`src/rtl/evc_pkg.sv`:
```
package evc_pkg;

    typedef enum logic [1:0] {
        EDGE_SYNC = 2'd0,
        EDGE_LOW  = 2'd1,
        EDGE_HIGH = 2'd2
    } edge_state_e;

    typedef enum logic [1:0] {
        CNT_HOLD = 2'd0,
        CNT_LOAD = 2'd1,
        CNT_STEP = 2'd2,
        CNT_WRAP = 2'd3
    } cnt_op_e;

    typedef enum logic {
        OVF_IDLE    = 1'b0,
        OVF_LATCHED = 1'b1
    } ovf_state_e;

endpackage

```
`src/rtl/evc_edge_fsm.sv`:
```
module evc_edge_fsm
    import evc_pkg::*;
(
    input  logic clk,
    input  logic rst_n,
    input  logic level,
    output logic rise
);

    edge_state_e state_q;
    edge_state_e state_d;

    // next-state process
    always_comb begin
        state_d = state_q;
        unique case (state_q)
            EDGE_SYNC: state_d = level ? EDGE_HIGH : EDGE_LOW;
            EDGE_LOW:  if (level)  state_d = EDGE_HIGH;
            EDGE_HIGH: if (!level) state_d = EDGE_LOW;
            default:   state_d = EDGE_SYNC;
        endcase
    end

    // state register
    always_ff @(posedge clk or negedge rst_n) begin
        if (!rst_n) state_q <= EDGE_SYNC;
        else        state_q <= state_d;
    end

    // output process: step request only on a seen low-to-high move
    always_comb begin
        rise = 1'b0;
        unique case (state_q)
            EDGE_SYNC: rise = 1'b0;
            EDGE_LOW:  rise = level;
            EDGE_HIGH: rise = 1'b0;
            default:   rise = 1'b0;
        endcase
    end

endmodule

```
`src/rtl/evc_count_core.sv`:
```
module evc_count_core
    import evc_pkg::*;
#(
    parameter int CNT_W = 16
) (
    input  logic             clk,
    input  logic             rst_n,
    input  logic             load_en,
    input  logic [CNT_W-1:0] load_value,
    input  logic             step,
    output logic [CNT_W-1:0] count,
    output logic             wrap
);

    localparam logic [CNT_W-1:0] CNT_MAX  = {CNT_W{1'b1}};
    localparam logic [CNT_W-1:0] CNT_ZERO = '0;
    localparam logic [CNT_W-1:0] CNT_ONE  = {{(CNT_W-1){1'b0}}, 1'b1};

    cnt_op_e          op;
    logic [CNT_W-1:0] count_q;
    logic [CNT_W-1:0] count_d;

    // operation select: load beats step, wrap is a step at the top value
    always_comb begin
        if (load_en)                      op = CNT_LOAD;
        else if (step && count_q == CNT_MAX) op = CNT_WRAP;
        else if (step)                    op = CNT_STEP;
        else                              op = CNT_HOLD;
    end

    always_comb begin
        count_d = count_q;
        unique case (op)
            CNT_HOLD: count_d = count_q;
            CNT_LOAD: count_d = load_value;
            CNT_STEP: count_d = count_q + CNT_ONE;
            CNT_WRAP: count_d = CNT_ZERO;
            default:  count_d = count_q;
        endcase
    end

    // state register
    always_ff @(posedge clk or negedge rst_n) begin
        if (!rst_n) count_q <= CNT_ZERO;
        else        count_q <= count_d;
    end

    // outputs
    always_comb begin
        count = count_q;
        wrap  = (op == CNT_WRAP);
    end

endmodule

```
`src/rtl/evc_ovf_latch.sv`:
```
module evc_ovf_latch
    import evc_pkg::*;
(
    input  logic clk,
    input  logic rst_n,
    input  logic wrap,
    input  logic clr,
    input  logic mclr,
    input  logic irq_en,
    output logic status,
    output logic irq
);

    ovf_state_e state_q;
    ovf_state_e state_d;

    always_comb begin
        state_d = state_q;
        unique case (state_q)
            OVF_IDLE:    if (wrap) state_d = OVF_LATCHED;
            OVF_LATCHED: if ((clr || mclr) && !wrap) state_d = OVF_IDLE;
            default:     state_d = OVF_IDLE;
        endcase
    end

    // state register
    always_ff @(posedge clk or negedge rst_n) begin
        if (!rst_n) state_q <= OVF_IDLE;
        else        state_q <= state_d;
    end

    // outputs
    always_comb begin
        status = 1'b0;
        unique case (state_q)
            OVF_IDLE:    status = 1'b0;
            OVF_LATCHED: status = 1'b1;
            default:     status = 1'b0;
        endcase
        irq = status & irq_en;
    end

endmodule

```
`src/rtl/evc_event_counter.sv`:
```
module evc_event_counter #(
    parameter int CNT_W = 16
) (
    input  logic             clk,
    input  logic             rst_n,
    input  logic             evt_level,
    input  logic             load_en,
    input  logic [CNT_W-1:0] load_value,
    output logic [CNT_W-1:0] count_out,
    input  logic             ovf_clr,
    input  logic             master_clr,
    input  logic             ovf_irq_en,
    output logic             ovf_status,
    output logic             ovf_irq
);

    logic rise_pulse;
    logic wrap_pulse;

    evc_edge_fsm u_edge (
        .clk   (clk),
        .rst_n (rst_n),
        .level (evt_level),
        .rise  (rise_pulse)
    );

    evc_count_core #(.CNT_W(CNT_W)) u_core (
        .clk        (clk),
        .rst_n      (rst_n),
        .load_en    (load_en),
        .load_value (load_value),
        .step       (rise_pulse),
        .count      (count_out),
        .wrap       (wrap_pulse)
    );

    evc_ovf_latch u_ovf (
        .clk    (clk),
        .rst_n  (rst_n),
        .wrap   (wrap_pulse),
        .clr    (ovf_clr),
        .mclr   (master_clr),
        .irq_en (ovf_irq_en),
        .status (ovf_status),
        .irq    (ovf_irq)
    );

endmodule

```
`config.mk`:
```
export PLATFORM = sky130hd
export DESIGN_NAME = evc_event_counter
export DESIGN_NICKNAME = d
export VERILOG_FILES = /design/src/rtl/evc_pkg.sv /design/src/rtl/evc_edge_fsm.sv /design/src/rtl/evc_count_core.sv /design/src/rtl/evc_ovf_latch.sv /design/src/rtl/evc_event_counter.sv
export SDC_FILE = /design/constraint.sdc
export NUM_CORES = 1
export LEC_CHECK = 0
export ABC_AREA = 1
export BUFFER_PORTS_ARGS = -buffer_cell sky130_fd_sc_hd__buf_2
export CAP_MARGIN = 15
export CORE_AREA = 2 2 55 57
export DETAILED_ROUTE_END_ITERATION = 16
export DIE_AREA = 0 0 57 59
export PLACE_DENSITY_LB_ADDON = 0.05
export SETUP_SLACK_MARGIN = 0.05
export SLEW_MARGIN = 20
export SYNTH_ARGS = -nofsm -noshare
export SYNTH_HDL_FRONTEND = slang
export SYNTH_SLANG_ARGS = --single-unit
```
`constraint.sdc`:
```
create_clock -name clk -period 1.8 [get_ports clk]
set_input_delay 0.36 -clock clk [delete_from_list [all_inputs] [get_ports clk]]
set_output_delay 0.36 -clock clk [all_outputs]
set_load 0.02 [all_outputs]
```
==> results of run 1 <==
## worst max-delay path, delay by kind of cell, from the launching register on
| kind | cells | cell delay (ns) |
|---|---|---|
| AOI/OAI and AO/OA | 2 | 0.15 |
| and+or+nand+nor | 5 | 0.58 |
| adders and majority gates | 1 | 0.22 |
| DFF | 1 | 0.43 |
| buffers and inverters | 1 | 0.15 |
## cell type report
cell class	instances	area, µm²	area share
multi-input combinational	149	728	0.455
clock inverter	1	5.00	0.00312
timing repair buffer	45	253	0.158
clock buffer	3	22.5	0.0141
inverter	21	78.8	0.0492
tap	31	38.8	0.0242
sequential	19	475	0.297
## cell usage in the layout (no fill, tap or decap), types with 2 or more instances in the layout
| cell | count |
|---|---|
| a21oi_1 | 15 |
| buf_2 | 40 |
| buf_4 | 3 |
| clkbuf_4 | 3 |
| dfrtp_1 | 19 |
| inv_1 | 20 |
| nand2_1 | 50 |
| nand2_2 | 5 |
| nand3_1 | 9 |
| nand3_2 | 2 |
| nand4_1 | 3 |
| nor2_1 | 36 |
| nor2_4 | 2 |
| o21ai_0 | 14 |
| xor2_1 | 6 |
## worst max-delay path by stage
stage	slack (ns)	cells after the start	startpoint	end
CTS	0.08	8	u_core.count[0]	u_core.count[11]
global placement	0.16	8	u_core.count[0]	u_core.count[11]
global route	0.07	9	u_core.count[1]	u_core.count[11]
floorplan	0.18	9	u_core.count[1]	u_core.count[5]
detailed placement	0.10	7	evt_level	u_core.count[11]
finish	0.17	9	u_core.count[0]	u_core.count[11]
## metal layers
metal	part of all wire	track usage	vias to the layer above
li1	-	-	703
met1	0.45	0.270	609
met2	0.44	0.342	63
met3	0.072	0.0349	12
met4	0.029	0.113	0
met5	0	0	-
## power groups by stage
stage	clock (mW)	sequential, mW	combinational [mW]
after floorplan	0	0.589	0.177
after global placement	0	0.548	0.337
after global routing	0.262	0.552	0.390
after CTS	0.242	0.541	0.345
final	0.243	0.541	0.345
after detailed placement	0	0.550	0.342
## registers in the layout, indices dropped and copies added, names as in the netlist
name	flops
u_ovf.state_q	1
u_edge.state_q	2
u_core.count	16
## cell families (layout without fill, tap and decap cells)
logic type               after synthesis  after routing
adder cells (fa/ha/maj)                1              1
buffers and inverters                 25             70
XOR/XNOR                               6              6
AO/OA/AOI/OAI                         32             32
AND/OR/NAND/NOR                      110            110
flip-flops                            19             19
## through the flow
stage / util / cell area, µm² / total power [mW]
4_1_cts: 0.584 / 1580 / 1.13
2_1_floorplan: - / 1310 / 0.766
5_1_grt: 0.591 / 1600 / 1.20
3_3_place_gp: 0.570 / 1540 / 0.885
3_5_place_dp: 0.570 / 1540 / 0.892
6_report: 0.591 / 1600 / 1.13
## what timing repair did
item                                    4_1_cts  5_1_grt
hold buffers                                  1        0
hold endpoints to repair                     19        0
endpoints found under the setup margin        0        6
gates resized for setup                       0        1
buffers inserted                              0        1
==> out/qor.yml, run 1 <==
drt-vias-per-instance: 5.16
yosysUniqueCellTypes: 22
intPower_mw: 0.682
grt_max_degree: 20
arrival_ns: 1.84
seq_area_frac_synth: 0.364
hold_violations: 0
p_sw_mw: 0.447
io_buffers: 40
syn_nets: 217
hpwl_mm: 2.44
ir_drop_mv: 0.483
diodes: 0
min_period_ns: 1.63
final_cell_count_no_fill: 269
numCtsBuffers: 3
path_max_fanout: 14
synth_commonest_cells: "50 x nand2_1, 36 x nor2_1, 20 x inv_1"
synth_top_area_frac: 0.364
finalCritPeriodShare: 0.904
design.core.area_mm2: 0.00271
place.gp.congestion: 0.841
synth_top_cell_by_area: "dfrtp_1"
holdCritPathClass: "in -> reg"
hold_ws_ns: 0.200
worstMarginPinSlew_ns: 0.442
routed_wl_mm: 3.27
cpMostUsedCell: "nor2_4"
drv_slew: 0
syn_inst: 193
fmax_ghz: 0.615
synth_simple_gate_area_frac: 0.381
grt_setup_unrepaired: "false"
status: "finished, final reports clean"
die_w_um: 57
syn2layout_area_growth_pct: 22.6
rr_worst_depth: 9
ctsHtreeMaxLevel: 1
synthFlopType: "dfrtp_1"
synth_mux_area_frac: 0
cts_tree: "yes"
clk_latency_ns: 0.31
root_buffer: "clkbuf_4"
clockBufferDepth: 2
yosys.area_share.adder: 0.00958
synth_top_family_by_area: "simple AND/OR/NAND/NOR gates"
drive_gt1_frac: 0.252
ios: 41
drt.antenna.violating_nets: 0
antenna_found_initial: 0
grt_use_total: 0.210
finalNetCount: 263
dp_cells: 263
end_kind: "flip-flop"
critPathRequiredTime_ns: 2.01
r2r_end: "u_core.count[11]"
rows: 19
drc: 0
r2r-start: "u_core.count[0]"
cts.sinks: 19
wl_per_cell_um: 12.2
fin_skew_ns: 0.00390
grt_pass1_wl_mm: 5.61
path_clk_slew_ns: 0.13
yosys_register_bits: 19
start_util: 0.482
seqPwrFrac: 0.479
yosys_warnings: 0
chipHeight_um: 59
path_class: "reg -> reg"
setup_violations: 0
cpMaxStageDelayCell: "dfrtp_1"
fin_tns_setup_ns: 0
nFillCells: 285
hp-start: "ovf_clr"
synth_compound_area_frac: 0.126
synth_xor_area_frac: 0.0402
synth_area_leaders: "dfrtp_1 36%, nand2_1 14%, nor2_1 10%"
grt_pass1_vias: 1325
min_path_cells: 2
dp_slack_ns: 0.102
r2r_slack_ns: 0.17
synth_edf_count: 0
critical-path-max-stage-delay_ns: 0.43
pwr-share-comb: 0.305
final.setup.worst_slack_ns: 0.173
maxSlewHeadroom: 0.705
synthArstFlopShare: 1.00
critPathLaunchType: "flip-flop"
via_count: 1387
swShare: 0.396
gr-total-overflow: 0
die-area_mm2: 0.00336
holdPathEnd: "u_ovf.state_q"
crit_chain: "ha_1 -> nand2_2 -> nor2_8 -> nand2_4 -> nor2_4 -> nor2_4 -> buf_12 -> o21ai_0 -> a21oi_1"
avgSynthCellArea_um2: 6.77
drt-initial-drc-count: 68
leakage_nw: 0.855
synth_area_mm2: 0.00131
pwr-share-clk: 0.215
cellPowerDensity_mw_per_mm2: 705
firstDrtPassIters: 5
synth.most_common_cell: "nand2_1"
cap_violations: 0
Note: power is estimated with default switching activity, not from simulation.
==> run 2, diff against run 1 <==
--- a/config.mk
+++ b/config.mk
@@ -5,12 +5,11 @@
 export SDC_FILE = /design/constraint.sdc
 export NUM_CORES = 1
 export LEC_CHECK = 0
-export ABC_AREA = 1
 export BUFFER_PORTS_ARGS = -buffer_cell sky130_fd_sc_hd__buf_2
 export CAP_MARGIN = 15
-export CORE_AREA = 2 2 55 57
+export CORE_AREA = 2 2 53 55
 export DETAILED_ROUTE_END_ITERATION = 16
-export DIE_AREA = 0 0 57 59
+export DIE_AREA = 0 0 55 57
 export PLACE_DENSITY_LB_ADDON = 0.05
 export SETUP_SLACK_MARGIN = 0.05
 export SLEW_MARGIN = 20
==> run 2 against run 1 <==
Compared with the run above: sequential share of layout area increased by 0.46 points; via count is 9.5% lower; synthesized cell count shrank 30%; die area fell by 6.8%; first-iteration DRC count fell by 75%; critical path type unchanged.
==> out/qor.yml, run 2 <==
yosys_warnings: 0  # unchanged
path_clk_slew_ns: 0.12  # was 0.13 ns
end_kind: "flip-flop"  # unchanged
drt.antenna.violating_nets: 0  # unchanged
maxSlewHeadroom: 0.698  # was 0.705
clockBufferDepth: 2  # unchanged
synth_edf_count: 0  # unchanged
cts.sinks: 19  # unchanged
start_util: 0.455  # was 0.482
ios: 41  # unchanged
r2r_slack_ns: 0.06  # was 0.17 ns
layout_common_cells: "40 x buf_2, 19 x buf_4, 17 x dfrtp_1"  # was 50 x nand2_1, 40 x buf_2, 36 x nor2_1
min_path_cells: 2  # unchanged
swShare: 0.346  # was 0.396
finalCritPeriodShare: 0.965  # was 0.904
arrival_ns: 1.96  # was 1.84 ns
grt_use_total: 0.245  # was 0.210
fin_skew_ns: 0.00103  # was 0.00390 ns
antenna_found_initial: 0  # unchanged
synth_top_area_frac: 0.400  # was 0.364
seq_area_frac_synth: 0.400  # was 0.364
via_count: 1255  # was 1387
synthFlopType: "dfrtp_1"  # unchanged
critPathLaunchType: "flip-flop"  # unchanged
placed_area_mm2: 0.00154  # about the same
grt_max_degree: 20  # unchanged
design.core.area_mm2: 0.00262  # was 0.00271 mm²
worstMarginPinSlew_ns: 0.453  # was 0.442 ns
avgSynthCellArea_um2: 8.81  # was 6.77 µm²
die-area_mm2: 0.00314  # was 0.00336 mm²
cts_tree: "yes"  # unchanged
ir_drop_mv: 0.502  # was 0.483 mV
total_power_mw: 1.04  # was 1.13 mW
pwr-share-comb: 0.296  # was 0.305
rr_worst_depth: 5  # was 9
dp_cells: 215  # was 263
routed_wl_mm: 3.45  # was 3.27 mm
utilization: 0.606  # was 0.591
final_common_cell: "buf_2"  # was nand2_1
syn_inst: 135  # was 193
rows: 19  # unchanged
grt_setup_unrepaired: "true"  # was false
hold_violations: 0  # unchanged
grt_pass1_vias: 1229  # was 1325
clk_latency_ns: 0.31  # about the same
cp.buffers_inverters: 0  # was 1
path_class: "reg -> reg"  # unchanged
holdPathEnd: "u_edge.state_q[0]"  # was u_ovf.state_q
cpMaxStageDelayCell: "or4_4"  # was dfrtp_1
synth_area_leaders: "dfrtp_1 40%, o21ai_0 5.9%, nand2_1 5.0%"  # was dfrtp_1 36%, nand2_1 14%, nor2_1 10%
p_sw_mw: 0.360  # was 0.447 mW
holdCritPathClass: "in -> reg"  # unchanged
synthArstFlopShare: 1.00  # unchanged
drt-vias-per-instance: 5.70  # was 5.16
min_period_ns: 1.74  # was 1.63 ns
hpwl_mm: 2.58  # was 2.44 mm
synth_area_mm2: 0.00119  # was 0.00131 mm²
wl_per_cell_um: 15.7  # was 12.2 µm
pwr-share-clk: 0.229  # was 0.215
fmax_ghz: 0.576  # was 0.615 GHz
gr-total-overflow: 0  # unchanged
critPathRequiredTime_ns: 2.02  # was 2.01 ns
cellPowerDensity_mw_per_mm2: 656  # was 705 mW/mm²
r2r-start: "u_core.count[1]"  # was u_core.count[0]
yosys_register_bits: 19  # unchanged
setup_violations: 0  # unchanged
seqPwrFrac: 0.475  # was 0.479
finalNetCount: 214  # was 263
numCtsBuffers: 3  # unchanged
root_buffer: "clkbuf_4"  # unchanged
die_w_um: 55  # was 57 µm
ctsHtreeMaxLevel: 1  # unchanged
final_area_mm2: 0.00159  # was 0.00160 mm²
fin_tns_setup_ns: 0  # unchanged
diodes: 0  # unchanged
cap_violations: 0  # unchanged
dp_slack_ns: 0.0691  # was 0.102 ns
hold_ws_ns: 0.224  # was 0.200 ns
yosysUniqueCellTypes: 42  # was 22
firstDrtPassIters: 4  # was 5
syn2layout_area_growth_pct: 33.2  # was 22.6%
drive_gt1_frac: 0.392  # was 0.252
path_max_fanout: 6  # was 14
cpLargestDelayFamily: "simple AND/OR/NAND/NOR gates"  # unchanged
syn_nets: 159  # was 217
drc: 0  # unchanged
largest_reg_flops: 16  # unchanged
final.setup.worst_slack_ns: 0.0637  # was 0.173 ns
grt_pass1_wl_mm: 5.56  # was 5.61 mm
synth_top_cell_by_area: "dfrtp_1"  # unchanged
crit_chain: "ha_4 -> nand4_1 -> or4_4 -> a41o_2 -> a31o_2"  # was ha_1 -> nand2_2 -> nor2_8 -> nand2_4 -> nor2_4 -> nor2_4 -> buf_12 -> o21ai_0 -> a21oi_1
r2r_end: "u_core.count[11]"  # unchanged
chipHeight_um: 57  # was 59 µm
hp-start: "evt_level"  # was ovf_clr
status: "finished, final reports clean"  # unchanged
drv_slew: 0  # unchanged
leakage_nw: 0.713  # was 0.855 nW
synth_commonest_cells: "19 x dfrtp_1, 16 x nand2_1, 14 x o21ai_0"  # was 50 x nand2_1, 36 x nor2_1, 20 x inv_1
synth.most_common_cell: "dfrtp_1"  # was nand2_1
place.gp.congestion: 0.836  # was 0.841
io_buffers: 40  # unchanged
intPower_mw: 0.680  # was 0.682 mW
drt-initial-drc-count: 17  # was 68
final_cell_count_no_fill: 220  # was 269
critical-path-max-stage-delay_ns: 0.50  # was 0.43 ns
-- run 2: changes by cell type after synthesis, moves of 5 or more --
cell / previous run / this run
a21oi_1: 15 / 6
and2_1: 0 / 5
clkbuf_1: 2 / 8
inv_1: 20 / 2
nand2_1: 50 / 16
nand2_2: 5 / 0
nor2_1: 36 / 5
-- run 2: cell families after synthesis --
kind of cell,synth area share
AO/OA/AOI/OAI,0.208
XOR/XNOR,0.0368
adder cells (fa/ha/maj),0.0105
buffers and inverters,0.0494
flip-flops,0.400
multiplexers,0.00946
AND/OR/NAND/NOR,0.286
-- run 2: repair_timing --
item / CTS / global route
pin swaps: 0 / 1
gates resized for setup: 0 / 3
setup endpoints to repair: 1 / 5
hold endpoints to repair: 11 / 0
gates cloned: 0 / 0
setup buffers: 0 / 0
hold buffers: 1 / 0
-- run 2: worst max-delay path by stage --
stage | to | from | cells past startpoint
final | u_core.count[11] | u_core.count[1] | 5
after global routing | u_core.count[5] | u_core.count[0] | 6
after CTS | u_core.count[5] | u_core.count[1] | 6
after detailed placement | u_core.count[5] | u_core.count[1] | 6
after global placement | u_core.count[11] | u_core.count[1] | 5
after floorplan | u_core.count[13] | u_core.count[1] | 7
-- run 2: per-layer routing --
metal  vias to the layer above  track usage  part of all wire
met5                         -            0                 0
met4                         0       0.0801             0.015
met3                         5       0.0236             0.037
met2                        34        0.440              0.51
met1                       596        0.295              0.43
li1                        620            -                 -
-- run 2: layout make-up --
type / instances / area, µm²
clock buffers: 3 / 22.5
clock inverters: 1 / 5.00
inverters: 2 / 7.51
fillers: 266 / 1030
multi-input cells: 103 / 669
well taps: 31 / 38.8
flip-flops and latches: 19 / 478
repair buffers: 61 / 364
-- run 2: power groups by stage --
stage	registers (mW)	clock network, mW	logic (mW)
5_1_grt	0.500	0.255	0.337
4_1_cts	0.494	0.242	0.308
6_report	0.494	0.238	0.308
3_3_place_gp	0.500	0	0.299
2_1_floorplan	0.560	0	0.0989
3_5_place_dp	0.503	0	0.305
==> run 3, diff against run 2 <==
--- a/config.mk
+++ b/config.mk
@@ -7,10 +7,11 @@
 export LEC_CHECK = 0
 export BUFFER_PORTS_ARGS = -buffer_cell sky130_fd_sc_hd__buf_2
 export CAP_MARGIN = 15
-export CORE_AREA = 2 2 53 55
+export CORE_AREA = 2 2 56 58
 export DETAILED_ROUTE_END_ITERATION = 16
-export DIE_AREA = 0 0 55 57
+export DIE_AREA = 0 0 58 60
 export PLACE_DENSITY_LB_ADDON = 0.05
+export REMOVE_ABC_BUFFERS = 1
 export SETUP_SLACK_MARGIN = 0.05
 export SLEW_MARGIN = 20
 export SYNTH_ARGS = -nofsm -noshare
==> constraint.sdc (replaced) <==
create_clock -name clk -period 1.4 [get_ports clk]
set_input_delay 0.28 -clock clk [delete_from_list [all_inputs] [get_ports clk]]
set_output_delay 0.28 -clock clk [all_outputs]
set_load 0.05 [all_outputs]
==> run 3 against run 2 <==
Compared with the run above: combinational power rose by 100%; utilization rose by 5.8 points; the flow now finishes with violations (setup timing); sequential share of layout area fell by 5.5 points; hold slack lost 0.063 ns; register-to-register slack got worse by 0.37 ns; first-iteration DRC count rose by 59%; clock power increased by 24%; non-clock buffer count is 22 higher; fmax rose by 1.7%; global-route usage fell by 2.3 points; critical path type unchanged; clock skew up 0.0015 ns; highest routed layer unchanged; via count grew 8.2%.
==> out/qor.yml, run 3 (synthesized netlist as in run 2, its figures left out) <==
chipHeight_um: 60  # was 57 µm
cts.sinks: 19  # unchanged
layout_common_cells: "40 x buf_4, 23 x buf_2, 19 x buf_6, 19 x dfrtp_1, 15 x nand2_1"  # was 40 x buf_2, 19 x buf_4, 17 x dfrtp_1
cpLargestDelayFamily: "simple AND/OR/NAND/NOR gates"  # unchanged
grt_use_total: 0.222  # was 0.245
violations: "setup timing"
path_clk_slew_ns: 0.12  # about the same
crit_chain: "nand4_2 -> or4_4 -> buf_6 -> a32oi_1 -> o21ai_1"  # was ha_4 -> nand4_1 -> or4_4 -> a41o_2 -> a31o_2
root_buffer: "clkbuf_4"  # unchanged
cap_violations: 0  # unchanged
critPathRequiredTime_ns: 1.59  # was 2.02 ns
clk_latency_ns: 0.30  # was 0.31 ns
drive_gt1_frac: 0.498  # was 0.392
drc: 0  # unchanged
start_util: 0.410  # was 0.455
diodes: 0  # unchanged
fin_skew_ns: 0.00254  # was 0.00103 ns
critical-path-max-stage-delay_ns: 0.60  # was 0.50 ns
cts_tree: "yes"  # unchanged
r2r_end: "u_core.count[3]"  # was u_core.count[11]
die-area_mm2: 0.00348  # was 0.00314 mm²
via_count: 1358  # was 1255
drt.antenna.violating_nets: 0  # unchanged
syn2layout_area_growth_pct: 61.9  # was 33.2%
cpMaxStageDelayCell: "or4_4"  # unchanged
finalCritPeriodShare: 1.22  # was 0.965
ios: 41  # unchanged
io_buffers: 40  # unchanged
leakage_nw: 0.880  # was 0.713 nW
final_common_cell: "buf_4"  # was buf_2
status: "finished with violations"  # was finished, final reports clean
hold_ws_ns: 0.160  # was 0.224 ns
fmax_ghz: 0.586  # was 0.576 GHz
path_max_fanout: 7  # was 6
largest_reg_flops: 16  # unchanged
gr-total-overflow: 0  # unchanged
grt_setup_unrepaired: "true"  # unchanged
final.setup.worst_slack_ns: -0.307  # was 0.0637 ns
wl_per_cell_um: 15.5  # was 15.7 µm
end_kind: "flip-flop"  # unchanged
firstDrtPassIters: 5  # was 4
path_class: "reg -> reg"  # unchanged
grt_max_degree: 20  # unchanged
maxSlewHeadroom: 0.686  # was 0.698
ir_drop_mv: 0.538  # was 0.502 mV
cp.buffers_inverters: 1  # was 0
setup_violations: 16  # was 0
clockBufferDepth: 2  # unchanged
antenna_found_initial: 0  # unchanged
holdCritPathClass: "in -> reg"  # unchanged
dp_cells: 229  # was 215
ctsHtreeMaxLevel: 1  # unchanged
routed_wl_mm: 3.77  # was 3.45 mm
numCtsBuffers: 3  # unchanged
r2r_slack_ns: -0.31  # was 0.06 ns
critPathLaunchType: "flip-flop"  # unchanged
design.core.area_mm2: 0.00290  # was 0.00262 mm²
hpwl_mm: 2.71  # was 2.58 mm
hold_violations: 0  # unchanged
cellPowerDensity_mw_per_mm2: 807  # was 656 mW/mm²
endpoint: "u_core.count[3]"  # was u_core.count[11]
r2r-start: "u_core.count[3]"  # was u_core.count[1]
drv_slew: 0  # unchanged
rows: 20  # was 19
arrival_ns: 1.90  # was 1.96 ns
rr_worst_depth: 5  # unchanged
grt_pass1_wl_mm: 5.83  # was 5.56 mm
crit_start: "u_core.count[3]"  # was u_core.count[1]
path_depth: 5  # unchanged
die_w_um: 58  # was 55 µm
drt-initial-drc-count: 27  # was 17
nFillCells: 249  # was 266
worstMarginPinSlew_ns: 0.471  # was 0.453 ns
place.gp.congestion: 0.832  # was 0.836
final_cell_count_no_fill: 244  # was 220
finalNetCount: 236  # was 214
min_period_ns: 1.71  # was 1.74 ns
grt_pass1_vias: 1276  # was 1229
drt-vias-per-instance: 5.57  # was 5.70
-- run 3: cell types whose count changed in the layout (fill, tap and decap cells not counted), moves of 2 or more --
cell       previous run  this run
a2bb2oi_1             3         0
a2bb2oi_2             0         3
buf_2                40        23
buf_4                19        40
buf_6                 1        19
dfrtp_1              17        19
dfrtp_2               2         0
nand3_1               8         6
nand3_2               0         2
nor4_1                3         1
o21ai_0              10         5
o21ai_1               4         9
-- run 3: what timing repair did --
| item | 4_1_cts | 5_1_grt |
|---|---|---|
| setup buffers | 4 | 6 |
| endpoints found under the hold margin | 19 | 0 |
| pin swaps | 12 | 9 |
| hold buffers | 1 | 0 |
| endpoints found under the setup margin | 24 | 28 |
| gates resized for setup | 32 | 38 |
-- run 3: metal layers --
layer  global-route usage  up-vias  wire (µm)
met5                    0        -          0
met4               0.0997        0         80
met3               0.0325       10        165
met2                0.378       39       1850
met1                0.279      645       1670
li1                     -      664          -
-- run 3: worst min-delay path by stage --
stage               startpoint           endpoint  slack (ns)  cells past startpoint
global route         evt_level  u_edge.state_q[0]        0.16                      2
detailed placement       rst_n    u_core.count[0]        0.26                      1
global placement         rst_n      u_ovf.state_q        0.25                      1
floorplan                rst_n    u_core.count[0]       -0.02                      0
finish               evt_level  u_edge.state_q[0]        0.16                      2
CTS                  evt_level  u_edge.state_q[0]        0.14                      2
-- run 3: cell type report --
| class | count | area, µm² | share of cell area |
|---|---|---|---|
| tap | 33 | 41.3 | 0.0214 |
| timing repair buffer | 83 | 639 | 0.332 |
| sequential | 19 | 475 | 0.247 |
| inverter | 2 | 7.51 | 0.00390 |
| multi-input combinational | 103 | 737 | 0.382 |
| clock buffer | 4 | 26.3 | 0.0136 |
-- run 3: where the power goes --
part,switching [mW],internal [mW],total [mW]
Sequential,0.0350,0.596,0.631
Combinational,0.364,0.265,0.629
Clock,0.183,0.111,0.294
Total,0.583,0.972,1.55
-- run 3: worst register-to-register path: cells and delay by family, from the launching register on --
family / cells / cell delay [ns]
flip-flops: 1 / 0.40
AO/OA/AOI/OAI: 2 / 0.30
AND/OR/NAND/NOR: 2 / 0.74
buffers and inverters: 1 / 0.16
-- run 3: stage by stage --
stage / TNS [ns] / cell area [µm²] / power [mW] / utilization / setup slack [ns]
4_1_cts: -2.49 / 1780 / 1.51 / 0.612 / -0.277
5_1_grt: -4.05 / 1930 / 1.62 / 0.664 / -0.350
3_3_place_gp: -2.89 / 1620 / 1.15 / 0.558 / -0.318
2_1_floorplan: -8.94 / 1140 / 0.921 / - / -0.934
6_report: -2.84 / 1930 / 1.55 / 0.664 / -0.307
3_5_place_dp: -3.56 / 1620 / 1.16 / 0.558 / -0.414
